$ cat config.mk
export PLATFORM = sky130hd
export DESIGN_NAME = dma_window_xlate
export DESIGN_NICKNAME = d
export VERILOG_FILES = /design/src/rtl/xlate_pkg.sv /design/src/rtl/xlate_csr_bank.sv /design/src/rtl/xlate_window_match.sv /design/src/rtl/xlate_addr_calc.sv /design/src/rtl/dma_window_xlate.sv
export SDC_FILE = /design/constraint.sdc
export NUM_CORES = 1
export LEC_CHECK = 0
export ABC_CLOCK_PERIOD_IN_PS = 3300
export BUFFER_PORTS_ARGS = -buffer_cell sky130_fd_sc_hd__buf_2
export CORE_MARGIN = 1
export CORE_UTILIZATION = 35
export CTS_BUF_LIST = sky130_fd_sc_hd__clkbuf_4
export DETAILED_ROUTE_END_ITERATION = 16
export PLACE_DENSITY = 0.64
export REMOVE_ABC_BUFFERS = 1
export SLEW_MARGIN = 30
export SYNTH_ARGS = -nofsm -noshare
export SYNTH_HDL_FRONTEND = slang
export SYNTH_HIERARCHICAL = 1
export SYNTH_SLANG_ARGS = --single-unit
export TNS_END_PERCENT = 100
$ cat constraint.sdc
create_clock -name clk -period 3.3 [get_ports clk]
set_input_delay 0.33 -clock clk [delete_from_list [all_inputs] [get_ports clk]]
set_output_delay 0.33 -clock clk [all_outputs]
set_load 0.03 [all_outputs]
$ cat src/rtl/xlate_pkg.sv
package xlate_pkg;
    localparam int WIN_HI    = 31;
    localparam int WIN_LO    = 20;
    localparam int PG_LO     = 13;
    localparam int PTE_SHIFT = 10;
    localparam int PG_SHIFT  = 12;
    localparam int EN_BIT    = 0;
    localparam int SG_BIT    = 1;
    localparam logic [63:0] CTRL_RST = (64'd1 << 20) | (64'd1 << 32) | (64'd2 << 36);

    typedef enum logic [1:0] {
        ST_IDLE  = 2'd0,
        ST_FETCH = 2'd1,
        ST_WAIT  = 2'd2
    } xl_state_e;
endpackage

$ cat src/rtl/xlate_csr_bank.sv
module xlate_csr_bank
    import xlate_pkg::*;
#(
    parameter int NUM_WIN = 4,
    parameter int DW      = 64,
    parameter int IDXW    = 4
) (
    input  logic                          clk,
    input  logic                          rst_n,
    input  logic                          csr_we,
    input  logic [IDXW-1:0]               csr_idx,
    input  logic [DW-1:0]                 csr_wdata,
    output logic [NUM_WIN-1:0][DW-1:0]    win_base,
    output logic [NUM_WIN-1:0][DW-1:0]    win_mask,
    output logic [NUM_WIN-1:0][DW-1:0]    win_tbase,
    output logic [DW-1:0]                 ctrl
);
    localparam int CTRL_IDX = 3 * NUM_WIN;

    typedef struct packed {
        logic [NUM_WIN-1:0][DW-1:0] base;
        logic [NUM_WIN-1:0][DW-1:0] mask;
        logic [NUM_WIN-1:0][DW-1:0] tbase;
        logic [DW-1:0]              ctrl;
    } bank_s;

    bank_s bank_d, bank_q;

    always_comb begin
        bank_d = bank_q;
        if (csr_we) begin
            for (int i = 0; i < NUM_WIN; i++) begin
                if (csr_idx == IDXW'(i))             bank_d.base[i]  = csr_wdata;
                if (csr_idx == IDXW'(NUM_WIN + i))   bank_d.mask[i]  = csr_wdata;
                if (csr_idx == IDXW'(2*NUM_WIN + i)) bank_d.tbase[i] = csr_wdata;
            end
            if (csr_idx == IDXW'(CTRL_IDX)) bank_d.ctrl = csr_wdata;
        end
    end

    always_ff @(posedge clk) begin
        if (!rst_n) begin
            bank_q      <= '0;
            bank_q.ctrl <= DW'(CTRL_RST);
        end else begin
            bank_q <= bank_d;
        end
    end

    assign win_base  = bank_q.base;
    assign win_mask  = bank_q.mask;
    assign win_tbase = bank_q.tbase;
    assign ctrl      = bank_q.ctrl;

    p_ctrl_hold_r2: assert property (@(posedge clk) disable iff (!rst_n)
        !(csr_we && csr_idx == IDXW'(CTRL_IDX)) |=> $stable(ctrl));
endmodule

$ cat src/rtl/xlate_window_match.sv
module xlate_window_match
    import xlate_pkg::*;
#(
    parameter int NUM_WIN = 4,
    parameter int DW      = 64,
    parameter int BUS_AW  = 32,
    parameter int IW      = (NUM_WIN > 1) ? $clog2(NUM_WIN) : 1
) (
    input  logic                       clk,
    input  logic                       rst_n,
    input  logic [BUS_AW-1:0]          bus_addr,
    input  logic [NUM_WIN-1:0][DW-1:0] win_base,
    input  logic [NUM_WIN-1:0][DW-1:0] win_mask,
    output logic                       hit_any,
    output logic [IW-1:0]              hit_idx
);
    localparam int FW = WIN_HI - WIN_LO + 1;

    logic [NUM_WIN-1:0] raw_hit;

    for (genvar g = 0; g < NUM_WIN; g++) begin : g_win
        logic [FW-1:0] care;
        assign care       = ~win_mask[g][WIN_HI:WIN_LO];
        assign raw_hit[g] = win_base[g][EN_BIT] &&
            ((bus_addr[WIN_HI:WIN_LO] & care) == (win_base[g][WIN_HI:WIN_LO] & care));
    end

    always_comb begin
        hit_any = 1'b0;
        hit_idx = '0;
        for (int i = NUM_WIN - 1; i >= 0; i--) begin
            if (raw_hit[i]) begin
                hit_any = 1'b1;
                hit_idx = IW'(i);
            end
        end
    end

    p_lowest_win_r4: assert property (@(posedge clk) disable iff (!rst_n)
        hit_any |-> (raw_hit[hit_idx] &&
            ((raw_hit & ((NUM_WIN'(1) << hit_idx) - NUM_WIN'(1))) == '0)));
    p_disabled_r3: assert property (@(posedge clk) disable iff (!rst_n)
        hit_any |-> win_base[hit_idx][EN_BIT]);
endmodule

$ cat src/rtl/xlate_addr_calc.sv
module xlate_addr_calc
    import xlate_pkg::*;
#(
    parameter int DW     = 64,
    parameter int BUS_AW = 32,
    parameter int MEM_AW = 34
) (
    input  logic [BUS_AW-1:0] bus_addr,
    input  logic [DW-1:0]     win_mask,
    input  logic [DW-1:0]     win_tbase,
    input  logic [BUS_AW-1:0] saved_bus,
    input  logic [DW-1:0]     pte_data,
    output logic [MEM_AW-1:0] direct_addr,
    output logic [MEM_AW-1:0] pte_addr,
    output logic [MEM_AW-1:0] sg_addr
);
    localparam logic [DW-1:0] FIELD   = ((DW'(1) << (WIN_HI - WIN_LO + 1)) - DW'(1)) << WIN_LO;
    localparam logic [DW-1:0] SG_LOW  = ((DW'(1) << (WIN_LO - PG_LO)) - DW'(1)) << PG_LO;
    localparam logic [DW-1:0] DIR_LOW = (DW'(1) << WIN_LO) - DW'(1);
    localparam logic [DW-1:0] TB_LOW  = (DW'(1) << PTE_SHIFT) - DW'(1);
    localparam logic [DW-1:0] OFFSET  = (DW'(1) << PG_LO) - DW'(1);

    logic [DW-1:0] bus_w, saved_w, m_sel;
    logic [DW-1:0] sg_tmask, sg_bmask, dir_bmask;
    logic [DW-1:0] pte_full, dir_full, sg_full;

    always_comb begin
        bus_w     = DW'(bus_addr);
        saved_w   = DW'(saved_bus);
        m_sel     = win_mask & FIELD;
        sg_tmask  = ~((m_sel >> PTE_SHIFT) | TB_LOW);
        sg_bmask  = m_sel | SG_LOW;
        dir_bmask = m_sel | DIR_LOW;
        pte_full  = (win_tbase & sg_tmask) | ((bus_w & sg_bmask) >> PTE_SHIFT);
        dir_full  = (win_tbase & ~dir_bmask) | (bus_w & dir_bmask);
        sg_full   = ((pte_data & ~DW'(1)) << PG_SHIFT) | (saved_w & OFFSET);
        pte_addr    = pte_full[MEM_AW-1:0];
        direct_addr = dir_full[MEM_AW-1:0];
        sg_addr     = sg_full[MEM_AW-1:0];
    end
endmodule

$ cat src/rtl/dma_window_xlate.sv
module dma_window_xlate
    import xlate_pkg::*;
#(
    parameter int NUM_WIN = 4,
    parameter int DW      = 64,
    parameter int BUS_AW  = 32,
    parameter int MEM_AW  = 34,
    parameter int IDXW    = 4
) (
    input  logic              clk,
    input  logic              rst_n,
    input  logic              csr_we,
    input  logic [IDXW-1:0]   csr_idx,
    input  logic [DW-1:0]     csr_wdata,
    output logic [DW-1:0]     ctrl_reg,
    input  logic              req_valid,
    input  logic [BUS_AW-1:0] req_bus_addr,
    output logic              req_ready,
    output logic              mem_rd_valid,
    output logic [MEM_AW-1:0] mem_rd_addr,
    input  logic              mem_rd_ready,
    input  logic              mem_rsp_valid,
    input  logic [DW-1:0]     mem_rsp_data,
    output logic              done,
    output logic              miss,
    output logic [MEM_AW-1:0] out_addr
);
    localparam int IW = (NUM_WIN > 1) ? $clog2(NUM_WIN) : 1;

    typedef struct packed {
        xl_state_e         st;
        logic [BUS_AW-1:0] bus;
        logic [MEM_AW-1:0] rd_addr;
        logic [MEM_AW-1:0] res;
        logic              done;
        logic              miss;
    } ctl_s;

    ctl_s ctl_d, ctl_q;

    logic [NUM_WIN-1:0][DW-1:0] win_base, win_mask, win_tbase;
    logic                       hit_any;
    logic [IW-1:0]              hit_idx;
    logic [MEM_AW-1:0]          direct_addr, pte_addr, sg_addr;

    xlate_csr_bank #(.NUM_WIN(NUM_WIN), .DW(DW), .IDXW(IDXW)) u_bank (
        .clk(clk), .rst_n(rst_n), .csr_we(csr_we), .csr_idx(csr_idx),
        .csr_wdata(csr_wdata), .win_base(win_base), .win_mask(win_mask),
        .win_tbase(win_tbase), .ctrl(ctrl_reg)
    );

    xlate_window_match #(.NUM_WIN(NUM_WIN), .DW(DW), .BUS_AW(BUS_AW), .IW(IW)) u_match (
        .clk(clk), .rst_n(rst_n), .bus_addr(req_bus_addr), .win_base(win_base),
        .win_mask(win_mask), .hit_any(hit_any), .hit_idx(hit_idx)
    );

    xlate_addr_calc #(.DW(DW), .BUS_AW(BUS_AW), .MEM_AW(MEM_AW)) u_calc (
        .bus_addr(req_bus_addr), .win_mask(win_mask[hit_idx]),
        .win_tbase(win_tbase[hit_idx]), .saved_bus(ctl_q.bus),
        .pte_data(mem_rsp_data), .direct_addr(direct_addr),
        .pte_addr(pte_addr), .sg_addr(sg_addr)
    );

    always_comb begin
        ctl_d      = ctl_q;
        ctl_d.done = 1'b0;
        ctl_d.miss = 1'b0;
        unique case (ctl_q.st)
            ST_IDLE: begin
                if (req_valid) begin
                    ctl_d.bus = req_bus_addr;
                    if (!hit_any) begin
                        ctl_d.done = 1'b1;
                        ctl_d.miss = 1'b1;
                        ctl_d.res  = '0;
                    end else if (win_base[hit_idx][SG_BIT]) begin
                        ctl_d.st      = ST_FETCH;
                        ctl_d.rd_addr = pte_addr;
                    end else begin
                        ctl_d.done = 1'b1;
                        ctl_d.res  = direct_addr;
                    end
                end
            end
            ST_FETCH: begin
                if (mem_rd_ready) ctl_d.st = ST_WAIT;
            end
            ST_WAIT: begin
                if (mem_rsp_valid) begin
                    ctl_d.st   = ST_IDLE;
                    ctl_d.done = 1'b1;
                    ctl_d.res  = sg_addr;
                end
            end
            default: ctl_d.st = ST_IDLE;
        endcase
    end

    always_ff @(posedge clk) begin
        if (!rst_n) begin
            ctl_q    <= '0;
            ctl_q.st <= ST_IDLE;
        end else begin
            ctl_q <= ctl_d;
        end
    end

    assign req_ready    = (ctl_q.st == ST_IDLE);
    assign mem_rd_valid = (ctl_q.st == ST_FETCH);
    assign mem_rd_addr  = ctl_q.rd_addr;
    assign done         = ctl_q.done;
    assign miss         = ctl_q.miss;
    assign out_addr     = ctl_q.res;

    p_rd_hold_r10: assert property (@(posedge clk) disable iff (!rst_n)
        (mem_rd_valid && !mem_rd_ready) |=> (mem_rd_valid && $stable(mem_rd_addr)));
    p_busy_r10: assert property (@(posedge clk) disable iff (!rst_n)
        mem_rd_valid |-> !req_ready);
    p_miss_zero_r9: assert property (@(posedge clk) disable iff (!rst_n)
        miss |-> (done && out_addr == '0));
    p_miss_on_nohit_r9: assert property (@(posedge clk) disable iff (!rst_n)
        (req_valid && req_ready && !hit_any) |=> (done && miss && !mem_rd_valid));
    p_sg_done_r7: assert property (@(posedge clk) disable iff (!rst_n)
        (ctl_q.st == ST_WAIT && mem_rsp_valid) |=> (done && !miss && req_ready));
endmodule

== Word-level counts from Yosys, hierarchy flattened ==
Index checks and enable logic that the tools add are counted.
Word-level totals
  register bits after elaboration: 936
  bits of input ports: 170
  output and inout bits: 136
  word-level logic and storage cells: 117
Operators by class
  order comparisons: 1
  equal/unequal tests: 24
  muxes and demuxes: 27
  bitwise gates (word level): 21
  reduce and logical (&&, ||, !) cells: 25
Operators with widths (number)
  binary-select mux 64 bit (select 2 bit): 3
  2-to-1 mux 35 bit: 3
  2-to-1 mux 104 bit: 1
  2-to-1 mux 34 bit: 3
  bitwise AND 12 bit: 8
  case mux 35 bit (2 select lines): 1
  bitwise AND 34 bit: 2
  bitwise AND 32 bit: 2
  equality test 12 bit: 4
  inverter 12 bit: 4
  inverter 22 -> 34 bit: 1
  inverter 32 -> 34 bit: 1
  bitwise OR 34 x 13 -> 34 bit: 1
  bitwise OR 34 x 22 -> 34 bit: 1
  bitwise OR 34 x 32 -> 34 bit: 1
  2-to-1 mux 32 bit: 1
  AND reduction 2 bit: 14
  equality test 4 bit, second input constant: 5
  2-to-1 mux 2 bit: 9
  equality test 4 x 3 -> 1 bit, second input constant: 4
  equality test 4 x 2 -> 1 bit, second input constant: 2
  AND reduction 4 bit: 2
  != test 2 x 1 -> 1 bit, second input constant: 3
  case mux 2 bit (3 select lines): 1
  other kinds (13): 21

== Depth between registers and ports, before layout ==
Gate-level depths: netlist of the first run.
  depth after elaboration: 17
  mapped depth: 13
  depth with buffers taken out: 10

== Modules after synthesis ==
Netlist of the first run, hierarchy kept.
By module, submodules not included
  xlate_csr_bank: times used 1, cells an instance 2833, area each 29826.1 µm², sequential area each 16656.0 µm²
  dma_window_xlate: times used 1, cells an instance 728, area each 7856.3 µm², sequential area each 2082.0 µm²
  xlate_addr_calc: times used 1, cells an instance 103, area each 859.6 µm², sequential area each 0.0 µm²
  xlate_window_match: times used 1, cells an instance 105, area each 779.5 µm², sequential area each 0.0 µm²

== Worst setup path before layout of the first run ==
OpenSTA, ideal clock, no wires.
  path kind: input port to flip-flop
  from: input req_bus_addr[22]
  to: register ctl_q (netlist bit out_addr[27])
  library setup time: 124 ps
  arrival: 3012 ps
  setup slack: 163 ps
  stages on the path: 12
  buffers on the path: 3
  path through: buf_6 -> xnor2_2 -> o22ai_1 -> nor4_2 -> nand3_1 -> a21boi_1 -> clkbuf_1 -> buf_2 -> mux4_2 -> mux2_1 -> a22oi_1 -> a211oi_2
On the way
  word-level cells in the longest chain between the ends: 16
  elaborated cells on any way between the ends: 36
  classes of those cells: eq/ne (5); mux (18); bitwise (8); reduce/logical (5)
RTL lines
  start, declared: RTL line dma_window_xlate.sv:17  | input logic [BUS_AW-1:0] req_bus_addr,
  bitwise AND 12 bit: RTL line xlate_window_match.sv:25  | ((bus_addr[WIN_HI:WIN_LO] & care) == (win_base[g][WIN_HI:WIN_LO] & care));
  equality test 12 bit: RTL line xlate_window_match.sv:25
  logical AND 1 bit: RTL line xlate_window_match.sv:24  | assign raw_hit[g] = win_base[g][EN_BIT] &&
  2-to-1 mux 2 bit (3 in a row): RTL line xlate_window_match.sv:32  | if (raw_hit[i]) begin
  2-to-1 mux 2 bit *: RTL line xlate_window_match.sv:32
  via hit_idx[0]: RTL line dma_window_xlate.sv:43  | logic [IW-1:0] hit_idx;
  binary-select mux 64 bit (select 2 bit): RTL line dma_window_xlate.sv:58  | .bus_addr(req_bus_addr), .win_mask(win_mask[hit_idx]),
  2-to-1 mux 32 bit (implied by the code): RTL line dma_window_xlate.sv:58
  inverter 32 -> 34 bit: RTL line xlate_addr_calc.sv:35  | dir_full = (win_tbase & ~dir_bmask) | (bus_w & dir_bmask);
  bitwise AND 34 bit: RTL line xlate_addr_calc.sv:35
  bitwise OR 34 x 32 -> 34 bit *: RTL line xlate_addr_calc.sv:35
  via direct_addr[27]: RTL line dma_window_xlate.sv:44  | logic [MEM_AW-1:0] direct_addr, pte_addr, sg_addr;
  2-to-1 mux 35 bit *: RTL line dma_window_xlate.sv:76  | end else if (win_base[hit_idx][SG_BIT]) begin
  2-to-1 mux 35 bit *: RTL line dma_window_xlate.sv:72  | if (!hit_any) begin
  2-to-1 mux 104 bit *: RTL line dma_window_xlate.sv:70  | if (req_valid) begin
  case mux 35 bit (2 select lines) *: RTL line dma_window_xlate.sv:68  | unique case (ctl_q.st)
  end signal, assigned: RTL line dma_window_xlate.sv:104  | ctl_q <= ctl_d;
  end, declared: RTL line dma_window_xlate.sv:39  | ctl_s ctl_d, ctl_q;
Mark *: on every way through the listed nets, which the timed path passes. The rest lies on a longest branch. The select of a mux whose other input is x is not followed.
A chain may end at the register's enable or synchronous reset.

== Final worst setup path of the first run ==
  from: register u_bank.bank_q (netlist bit u_bank/win_base[88])
  to: register ctl_q (netlist bit out_addr[28])
On the way
  word-level cells in the longest chain between the ends: 14
  elaborated cells on any way between the ends: 23
  classes of those cells: eq/ne (2); mux (14); bitwise (5); reduce/logical (2)
RTL lines
  start, declared: RTL line xlate_csr_bank.sv:27  | bank_s bank_d, bank_q;
  start signal, assigned: RTL line xlate_csr_bank.sv:46  | bank_q <= bank_d;
  bitwise AND 12 bit *: RTL line xlate_window_match.sv:25
  equality test 12 bit *: RTL line xlate_window_match.sv:25
  logical AND 1 bit *: RTL line xlate_window_match.sv:24
  2-to-1 mux 2 bit * (2 in a row): RTL line xlate_window_match.sv:32
  via hit_idx[0]: RTL line dma_window_xlate.sv:43
  binary-select mux 64 bit (select 2 bit): RTL line dma_window_xlate.sv:58
  2-to-1 mux 32 bit (implied by the code): RTL line dma_window_xlate.sv:58
  inverter 32 -> 34 bit: RTL line xlate_addr_calc.sv:35
  bitwise AND 34 bit: RTL line xlate_addr_calc.sv:35
  bitwise OR 34 x 32 -> 34 bit *: RTL line xlate_addr_calc.sv:35
  via direct_addr[28]: RTL line dma_window_xlate.sv:44
  2-to-1 mux 35 bit *: RTL line dma_window_xlate.sv:76
  2-to-1 mux 35 bit *: RTL line dma_window_xlate.sv:72
  2-to-1 mux 104 bit *: RTL line dma_window_xlate.sv:70
  case mux 35 bit (2 select lines) *: RTL line dma_window_xlate.sv:68
Marked as above.

==> metrics, run 1 <==
status completed; Fin. Hold Viols 0; Worst Max-Slew Pin Slew 0.6760 ns; Setup Slack @ Placement 0.002306 ns; CP Max Fanout 10; # fillers 4582; Worst Path Arrival 3.75 ns; mapped cell area 16870 um^2; postcts setup bufs 0; r2r endpoint out_addr[28]; CTS buffer count 98; final setup margin 0.2227 ns; worst hold path depth 4; Worst path slowest cell mux4_2; crit-path cells xnor2_1 > o22ai_1 > nor4_1 > nand2_1 > a21boi_4 > buf_4 > mux4_2 > mux2_1 > a22oi_1 > a211oi_2; max frequency 325.0 MHz; Pwr Density 462.7 nW/um^2; final core occ 41.19%; crit path time final 3.077 ns; vias in the first global route 12980; Slew Limit Fails 0; clock skew 0.04345 ns; critical path required time 3.97 ns; Critical path buffers and inverters 1; NumNets Final 2115; initial antenna violation count 10; Post-DRT Antenna Nets 0; total of max-cap violations 0; flop-to-flop setup slack 0.22 ns; Hold Path Class in2reg; worst skew pair latency 0.82 ns; via/cell ratio 4.866; global-route wire length before repair 69430 um; Die Y 221.6 um; initial core utilization 35.41%; FF/Latch Area 6987 um^2; layout overhead on the synthesized area 16.31%; Clock Tree Buf Depth 3; DRC viols 0; Worst-path clk slew 0.06 ns; Reg2Reg Launch Point u_bank/win_base[88]; FF-to-FF path depth 10; GP Congestion 0.8151; I/O Buffers 262; post-placement cell count 2351; Die X 221.6 um; area of the core 47650 um^2; # setup viols final 0; fraction of layout instances using a drive strength above 1 27.90%; Worst setup EP type register; Synth Instances 1800; CTS Sinks 349; die area 49090 um^2; yosys warns 6; GRT overflow 0; syn avg cell area 9.374 um^2; DR vias 12790; 1st-iter DRT viols 725; RSZ-0062 raised after global routing no; multi-input logic area 7657 um^2; Lkg Pwr 8.529 nW; TritonRoute pass-1 iters 5; Worst Hold Launch req_bus_addr[23]; CTS Root Cell clkbuf_4; post-cts gate resize count 0; Hold Crit Endpoint mem_rd_addr[13]; largest net degree at the start of global routing 87; WS Path Type reg2reg; Avg WL per Cell 16.94 um; row cnt 80; non-filler cells, final 2629; Top Family by Delay on Critical Path multiplexers; worst vdd ir 0.2182 mV; CTS tree done; I/O Pins 306; Tot GR Track Use 17.90%; Max-slew headroom 54.88%; worst hold slack 0.09904 ns; number of flip-flops in the largest register 96; H-tree lvl count 3; routed wire length 44540 um; Tcrit/Tclk final 93.25%; detailed placement HPWL 28470 um; critical path launch point type register; max incr delay on CP 0.58 ns
## timing repair
item                                    CTS  global route
endpoints found under the setup margin    0             4
hold buffers                            109             0
hold endpoints to repair                184             0
## cell usage in the layout (no fill, tap or decap), types with 2 or more instances in the layout
cell type and count:
a211oi_2 30, buf_12 10, xnor2_1 46, diode_2 3
nand4_1 3, nand2b_1 3, inv_2 2, clkinv_1 13
nor2b_1 8, dfxtp_1 349, buf_2 261, buf_4 48
nand3_1 36, nor4_1 3, nand2_1 391, a211oi_1 4
nor2_1 41, and3_1 2, xnor2_2 2, mux4_2 37
nor2_4 6, a22oi_1 35, nand3b_2 2, mux2_1 24
conb_1 3, o21ai_0 72, o22ai_1 20, clkbuf_4 147
bufinv_16 2, dlygate4sd3_1 109, or3_4 2, nor3_1 3
mux2i_1 265, nand3b_1 2, a21boi_0 14
## final cells by class
class	count	area share, %
Multi-Input combinational cell	1067	39.02
Sequential cell	349	35.60
Timing Repair Buffer	429	15.15
Clock buffer	147	5.623
Tap cell	615	3.921
Clock inverter	19	0.6566
Antenna cell	3	0.03825
## tightest hold or removal path, stage by stage
cell,delay [ns]
buf_2,0.17
mux2_1,0.15
nand2_1,0.06
o21ai_0,0.13
## metrics by stage
| step | cell area [um^2] | setup TNS (ns) | total power (W) |
|---|---|---|---|
| floorplan | 14620 | -264.10 | 0.004723 |
| global placement | 17290 | -0.01215 | 0.005037 |
| detailed placement | 17300 | 0 | 0.005056 |
| CTS | 19620 | 0 | 0.009254 |
| global route | 19620 | 0 | 0.009534 |
| finish | 19630 | 0 | 0.009080 |
## routing by layer
metal | vias to the layer above | track usage (%) | routed length (um)
met3 | 99 | 5.195 | 3012
li1 | 6177 | - | -
met4 | 12 | 7.930 | 1326
met5 | - | 0 | 73
met2 | 411 | 28.38 | 20050
met1 | 6093 | 22.52 | 20070
## report_power, final
group | switching [W] | internal, W
Clock | 0.00185 | 0.00216
Sequential | 0.0000438 | 0.00429
Combinational | 0.000424 | 0.000313
## how the worst max path moves through the flow
stage / startpoint / to / slack, ns / cells past startpoint
final: u_bank/win_base[88] / out_addr[28] / 0.22 / 10
after global routing: u_bank/win_base[212] / out_addr[19] / 0.01 / 11
after CTS: u_bank/win_base[214] / out_addr[13] / 0.21 / 11
after detailed placement: req_bus_addr[25] / out_addr[25] / 0.002 / 12
after global placement: req_bus_addr[25] / out_addr[28] / -0.006 / 12
after floorplan: u_bank/win_base[214] / out_addr[0] / -3.59 / 9
Note: power is estimated with default switching activity, not from simulation.
==> run 2, diff against run 1 <==
PLACE_DENSITY = 0.68   (was 0.64)
SYNTH_HIERARCHICAL = not set   (was 1)
==> metrics, run 2 <==
status completed; DRC viols 0 (unchanged); Tcrit/Tclk final 97.10% (+3.9 points); GRT overflow 0 (unchanged); total of max-cap violations 0 (unchanged); Synth async-reset ratio 0%; Die X 207.9 um (-6.2%); via/cell ratio 5.154 (+5.9%); Post-Synth Adder-Cell Area 0%; global-route wire length before repair 73240 um (+5.5%); CTS tree done; detailed placement HPWL 29690 um (+4.3%); worst vdd ir 0.3322 mV (+52%); Tot GR Track Use 21.39% (+3.5 points); H-tree lvl count 3 (unchanged); Avg WL per Cell 17.78 um (+4.9%); TritonRoute pass-1 iters 6 (+1); clock skew 0.07575 ns (+0.03230 ns); synthesized-area fraction occupied by and/or/nand/nor cells 17.05%; Die Y 207.9 um (-6.2%); top-area cell type share of the netlist area 46.69%; layout overhead on the synthesized area 26.94%; Worst Max-Slew Pin Slew 0.9642 ns (+0.2881 ns); worst skew pair latency 0.83 ns (about the same); die area 43220 um^2 (-12%); DR vias 13860 (+8.3%); CP Max Fanout 14 (+4); Worst Path Arrival 3.93 ns (+0.18 ns); flop-to-flop setup slack 0.1 ns (-0.13 ns); area of the core 41850 um^2 (-12%); CTS buffer count 93 (-5.1%); Lkg Pwr 7.424 nW (-13%); Fin. Hold Viols 0 (unchanged); fraction of layout instances using a drive strength above 1 24.42% (-3.5 points); Area contributors post-synth dfxtp_1, nand2_1, a21oi_1, mux2i_1, buf_4; r2r endpoint out_addr[29]; initial antenna violation count 7 (-3); routed wire length 47800 um (+7.3%); final core occ 45.00% (+3.8 points); NumNets Final 2253 (+6.5%); vias in the first global route 13710 (+5.6%); launch point of the worst path u_bank.win_base[24]; initial core utilization 35.45% (about the same); worst setup path endpoint out_addr[29]; Synth Instances 1748 (-2.9%); Tot Pwr 0.008823 W (-2.8%); critical path required time 4.02 ns (+0.05 ns); Synth top cells by count nand2_1, dfxtp_1, a21oi_1; CTS Sinks 346 (-0.86%); count leader, synth nand2_1; Worst-path clk slew 0.07 ns (about the same); top cell type by total area after synthesis dfxtp_1; GP Congestion 0.8786 (+7.8%); Reg2Reg Launch Point u_bank.win_base[24]; CTS Root Cell clkbuf_4; mux contribution to synthesized area 9.934%; syn avg cell area 8.488 um^2 (-9.5%); register area share after synthesis 46.69%; #FFs+latches synth 346; EDFF count, synth 0; Slew Limit Fails 0 (unchanged); commonest non-fill, non-tap cell in the layout nand2_1; largest family of logic cells by synthesized area simple AND/OR/NAND/NOR gates; met1 WL 19860 um (-1.1%); met3 wire length 4131 um (+37%); Pwr Density 468.4 nW/um^2 (+1.3%); Synth Area in Compound Gates 15.55%; # fillers 4049 (-12%); Top FF cell, synth dfxtp_1; Max-slew headroom 35.48% (-19 points); WS Path Type reg2reg; Hold Path Class in2reg; row cnt 75 (-6.3%); Post-DRT Antenna Nets 0 (unchanged); number of flip-flops in the largest register 96 (unchanged); # setup viols final 0 (unchanged); largest net degree at the start of global routing 187 (+110%); FF-to-FF path depth 14 (+4); 1st-iter DRT viols 1144 (+58%); Synth cell types 52; Clock Tree Buf Depth 3 (unchanged); XOR/XNOR Fraction of Synth Area 2.985%; I/O Buffers 259 (-1.1%); crit path time final 3.204 ns (+0.1272 ns); most frequent cells in the layout nand2_1, dfxtp_1, buf_2; Worst setup EP type register; mapped cell area 14840 um^2 (-12%); Max Used Layer met5; Worst Hold Launch rst_n; I/O Pins 306 (unchanged); yosys warns 0 (-6); critical path launch point type register; max frequency 312.1 MHz (-4.0%); routed wl met2 22660 um (+13%)
-- run 2: final cells by class --
class	count	area, um^2	share of cell area (%)
Antenna cell	4	10.01	0.05315
Clock buffer	139	1044	5.540
Clock inverter	19	163.9	0.8703
Inverter	5	31.28	0.1661
Multi-Input combinational cell	1192	6854	36.39
Sequential cell	346	6928	36.78
Tap cell	539	674.4	3.581
Timing Repair Buffer	445	3129	16.61
-- run 2: cells by family (layout without fill, tap and decap cells) --
| group | Yosys count | count (layout) |
|---|---|---|
| and+or+nand+nor | 635 | 635 |
| AOI/OAI and AO/OA | 391 | 391 |
| DFF | 346 | 346 |
| buffers and inverters | 212 | 608 |
| muxes | 115 | 115 |
| xor gates and xnor gates | 48 | 48 |
| other | 1 | 7 |
-- run 2: routing by layer --
layer  up-vias  track usage, %
li1       6586               -
met1      6557           26.38
met2       612           36.01
met3        99           5.721
met4         4           7.178
met5         -               0
-- run 2: worst min-delay path by stage --
stage,endpoint,cells past startpoint
4_1_cts,u_bank.ctrl[20],2
3_3_place_gp,u_bank.win_tbase[15],2
5_1_grt,u_bank.ctrl[20],2
6_report,u_bank.ctrl[20],2
3_5_place_dp,u_bank.ctrl[15],2
2_1_floorplan,u_bank.ctrl[20],1
-- run 2: repair_timing --
action	4_1_cts	5_1_grt
setup buffers	0	12
resized for setup	0	14
endpoints found under the hold margin	328	0
setup endpoints to repair	0	1
hold buffers	121	0
-- run 2: where the power goes --
group,total (W),switching [W],internal (W)
clock,0.00394,0.00180,0.00214
combinational,0.000629,0.000367,0.000262
sequential,0.00426,0.0000293,0.00423
-- run 2: stage by stage --
step                      hold slack [ns]  setup TNS [ns]  worst slack, ns  std cells  area (um^2)
after floorplan                    0.4018         -807.78           -2.720       1543        13710
after global routing              0.02488        -0.03186         -0.03186       2689        18830
after global placement             0.4370               0           0.1858       2393        16210
final                             0.05556               0          0.09557       2689        18830
after detailed placement           0.4447               0           0.1695       2393        16220
after CTS                        0.004388               0          0.01574       2672        18640
-- run 2: critical path, cell delays in order (launching register included) --
cell	delay [ns]
dfxtp_1	0.31
xnor2_1	0.18
o22ai_1	0.14
nor4_2	0.29
buf_4	0.18
and2_2	0.24
a211oi_4	0.06
buf_4	0.15
buf_4	0.15
and3_1	0.19
o21a_1	0.19
nand2_1	0.08
buf_6	0.23
o22ai_1	0.10
dlygate4sd3_1	0.59
==> run 3, diff against run 2 <==
ABC_CLOCK_PERIOD_IN_PS = 2950   (was 3300)
PLACE_DENSITY = 0.66   (was 0.68)
SETUP_SLACK_MARGIN = 0.15   (was not set)
clock period = 2.95 ns   (was 3.3 ns; I/O delays follow)
==> metrics, run 3 (synthesis gave the netlist of run 2 again) <==
# setup viols final 0 (unchanged); met3 Use GR 5.540% (-0.18 points); commonest non-fill, non-tap cell in the layout nand2_1; TritonRoute pass-1 iters 5 (-1); most frequent cells in the layout nand2_1, dfxtp_1, buf_2; Worst setup EP type register; WS Path Type reg2reg; GRT overflow 0 (unchanged); CTS buffer count 95 (+2.2%); max frequency 363.9 MHz (+17%); Die X 207.9 um (unchanged); I/O Buffers 259 (unchanged); Worst-path clk slew 0.08 ns (about the same); global-route wire length before repair 73020 um (-0.30%); crit path time final 2.748 ns (-0.4566 ns); grt peak-use layer met2; Clock Tree Buf Depth 3 (unchanged); GR Util met1 26.83% (+0.45 points); Die Y 207.9 um (unchanged); CTS Sinks 346 (unchanged); Avg WL per Cell 17.59 um (-1.0%); GR Layer Usage met2 34.86% (-1.1 points); clock skew 0.05773 ns (-0.01802 ns); DR vias 13930 (+0.53%); Tcrit/Tclk final 93.15% (-4.0 points); Pwr Density 511.4 nW/um^2 (+9.2%); RSZ-0062 raised after global routing yes; initial antenna violation count 3 (-4); Lkg Pwr 7.567 nW (+1.9%); Worst Hold Launch req_bus_addr[29]; CTS tree done; largest net degree at the start of global routing 138 (-26%); GP Congestion 0.8528 (-2.9%); Fin. Hold Viols 0 (unchanged); status completed; total of max-cap violations 0 (unchanged); via/cell ratio 5.109 (-0.87%); final setup margin 0.2022 ns (+0.1066 ns); DRC viols 0 (unchanged); critical path required time 3.59 ns (-0.43 ns); critical path launch point type register; die area 43220 um^2 (unchanged); CTS Root Cell clkbuf_4; fraction of layout instances using a drive strength above 1 25.14% (+0.72 points); number of flip-flops in the largest register 96 (unchanged); Max-slew headroom 44.04% (+8.6 points); worst vdd ir 0.2726 mV (-18%); Slew Limit Fails 0 (unchanged); H-tree lvl count 3 (unchanged); routed wire length 47980 um (+0.37%); worst skew pair latency 0.84 ns (about the same); Post-DRT Antenna Nets 0 (unchanged); 1st-iter DRT viols 1334 (+17%); row cnt 75 (unchanged); detailed placement HPWL 30140 um (+1.5%); launch point of the worst path u_bank.win_base[151]; CP Max Fanout 9 (-5); Tot GR Track Use 21.39% (about the same); Worst Path Arrival 3.39 ns (-0.54 ns); Tot Pwr 0.009773 W (+11%); I/O Pins 306 (unchanged); layout overhead on the synthesized area 28.82%; Reg2Reg Launch Point u_bank.win_base[151]; Setup Slack @ Placement -0.07276 ns (-0.2423 ns); Hold Path Class in2reg; area of the core 41850 um^2 (unchanged); vias in the first global route 13710 (-0.015%); Worst Max-Slew Pin Slew 0.8394 ns (-0.1248 ns); initial core utilization 35.45% (unchanged); NumNets Final 2278 (+1.1%)
## run 3: cell count changes in the layout (fill, tap and decap cells not counted), moves of 4 or more
| cell | change |
|---|---|
| clkinv_1 | +18 |
| buf_4 | +15 |
| buf_12 | +10 |
| clkbuf_4 | -4 |
| dlygate4sd3_1 | -4 |
## run 3: area by class of cell
| type | count | area (um^2) |
|---|---|---|
| well taps | 539 | 674.4 |
| clock buffers | 135 | 1013 |
| fillers | 4035 | 22740 |
| diodes | 4 | 10.01 |
| flip-flops and latches | 346 | 6927 |
| repair buffers | 468 | 3428 |
| multi-input cells | 1192 | 6849 |
| clock inverters | 38 | 183.9 |
| inverters | 5 | 26.28 |
## run 3: worst max-delay path, cell delays in order, from the launching register on
cell	delay, ns
dfxtp_1	0.33
xnor2_1	0.21
o22ai_1	0.12
nor3_1	0.18
buf_4	0.14
nand2_2	0.07
a211oi_4	0.33
buf_12	0.18
mux4_1	0.61
mux2i_1	0.26
o22ai_1	0.12
## run 3: worst paths after layout
check | end | slack, ns | depth (start not counted)
min reg2reg | u_bank.ctrl[28] | 0.45 | 2
max reg2reg | out_addr[31] | 0.20 | 10
min | mem_rd_addr[19] | 0.07 | 4
max | out_addr[31] | 0.20 | 10
## run 3: per-stage QoR
stage	util, %	instances	TNS, ns	hold slack, ns	area (um^2)
finish	45.67	2727	0	0.06700	19110
global route	45.67	2727	0	0.02497	19110
CTS	45.24	2715	0	0.002380	18930
floorplan	-	1543	-916.20	0.3668	13710
global placement	39.57	2425	-0.3882	0.4369	16560
detailed placement	39.57	2425	-0.4410	0.4426	16560
## run 3: what timing repair did
action / 4_1_cts / 5_1_grt
endpoints found under the hold margin: 324 / 0
pin swaps: 1 / 6
gates resized for setup: 1 / 22
gates cloned: 0 / 1
hold buffers: 117 / 0
setup endpoints to repair: 4 / 64
setup buffers: 0 / 7
## run 3: per-layer routing
layer / wire length, um / vias to the layer above / part of all wire [%]
met5: 10 / - / 0.021
met4: 1276 / 2 / 2.7
met3: 3638 / 92 / 7.6
met2: 22410 / 592 / 47
met1: 20650 / 6581 / 43
li1: - / 6664 / -
## run 3: power by group
| group | switching (W) | leakage [nW] | internal (W) |
|---|---|---|---|
| Sequential | 0.0000331 | 2.79 | 0.00473 |
| Clock | 0.00209 | 0.711 | 0.00220 |
| Combinational | 0.000414 | 4.06 | 0.000307 |
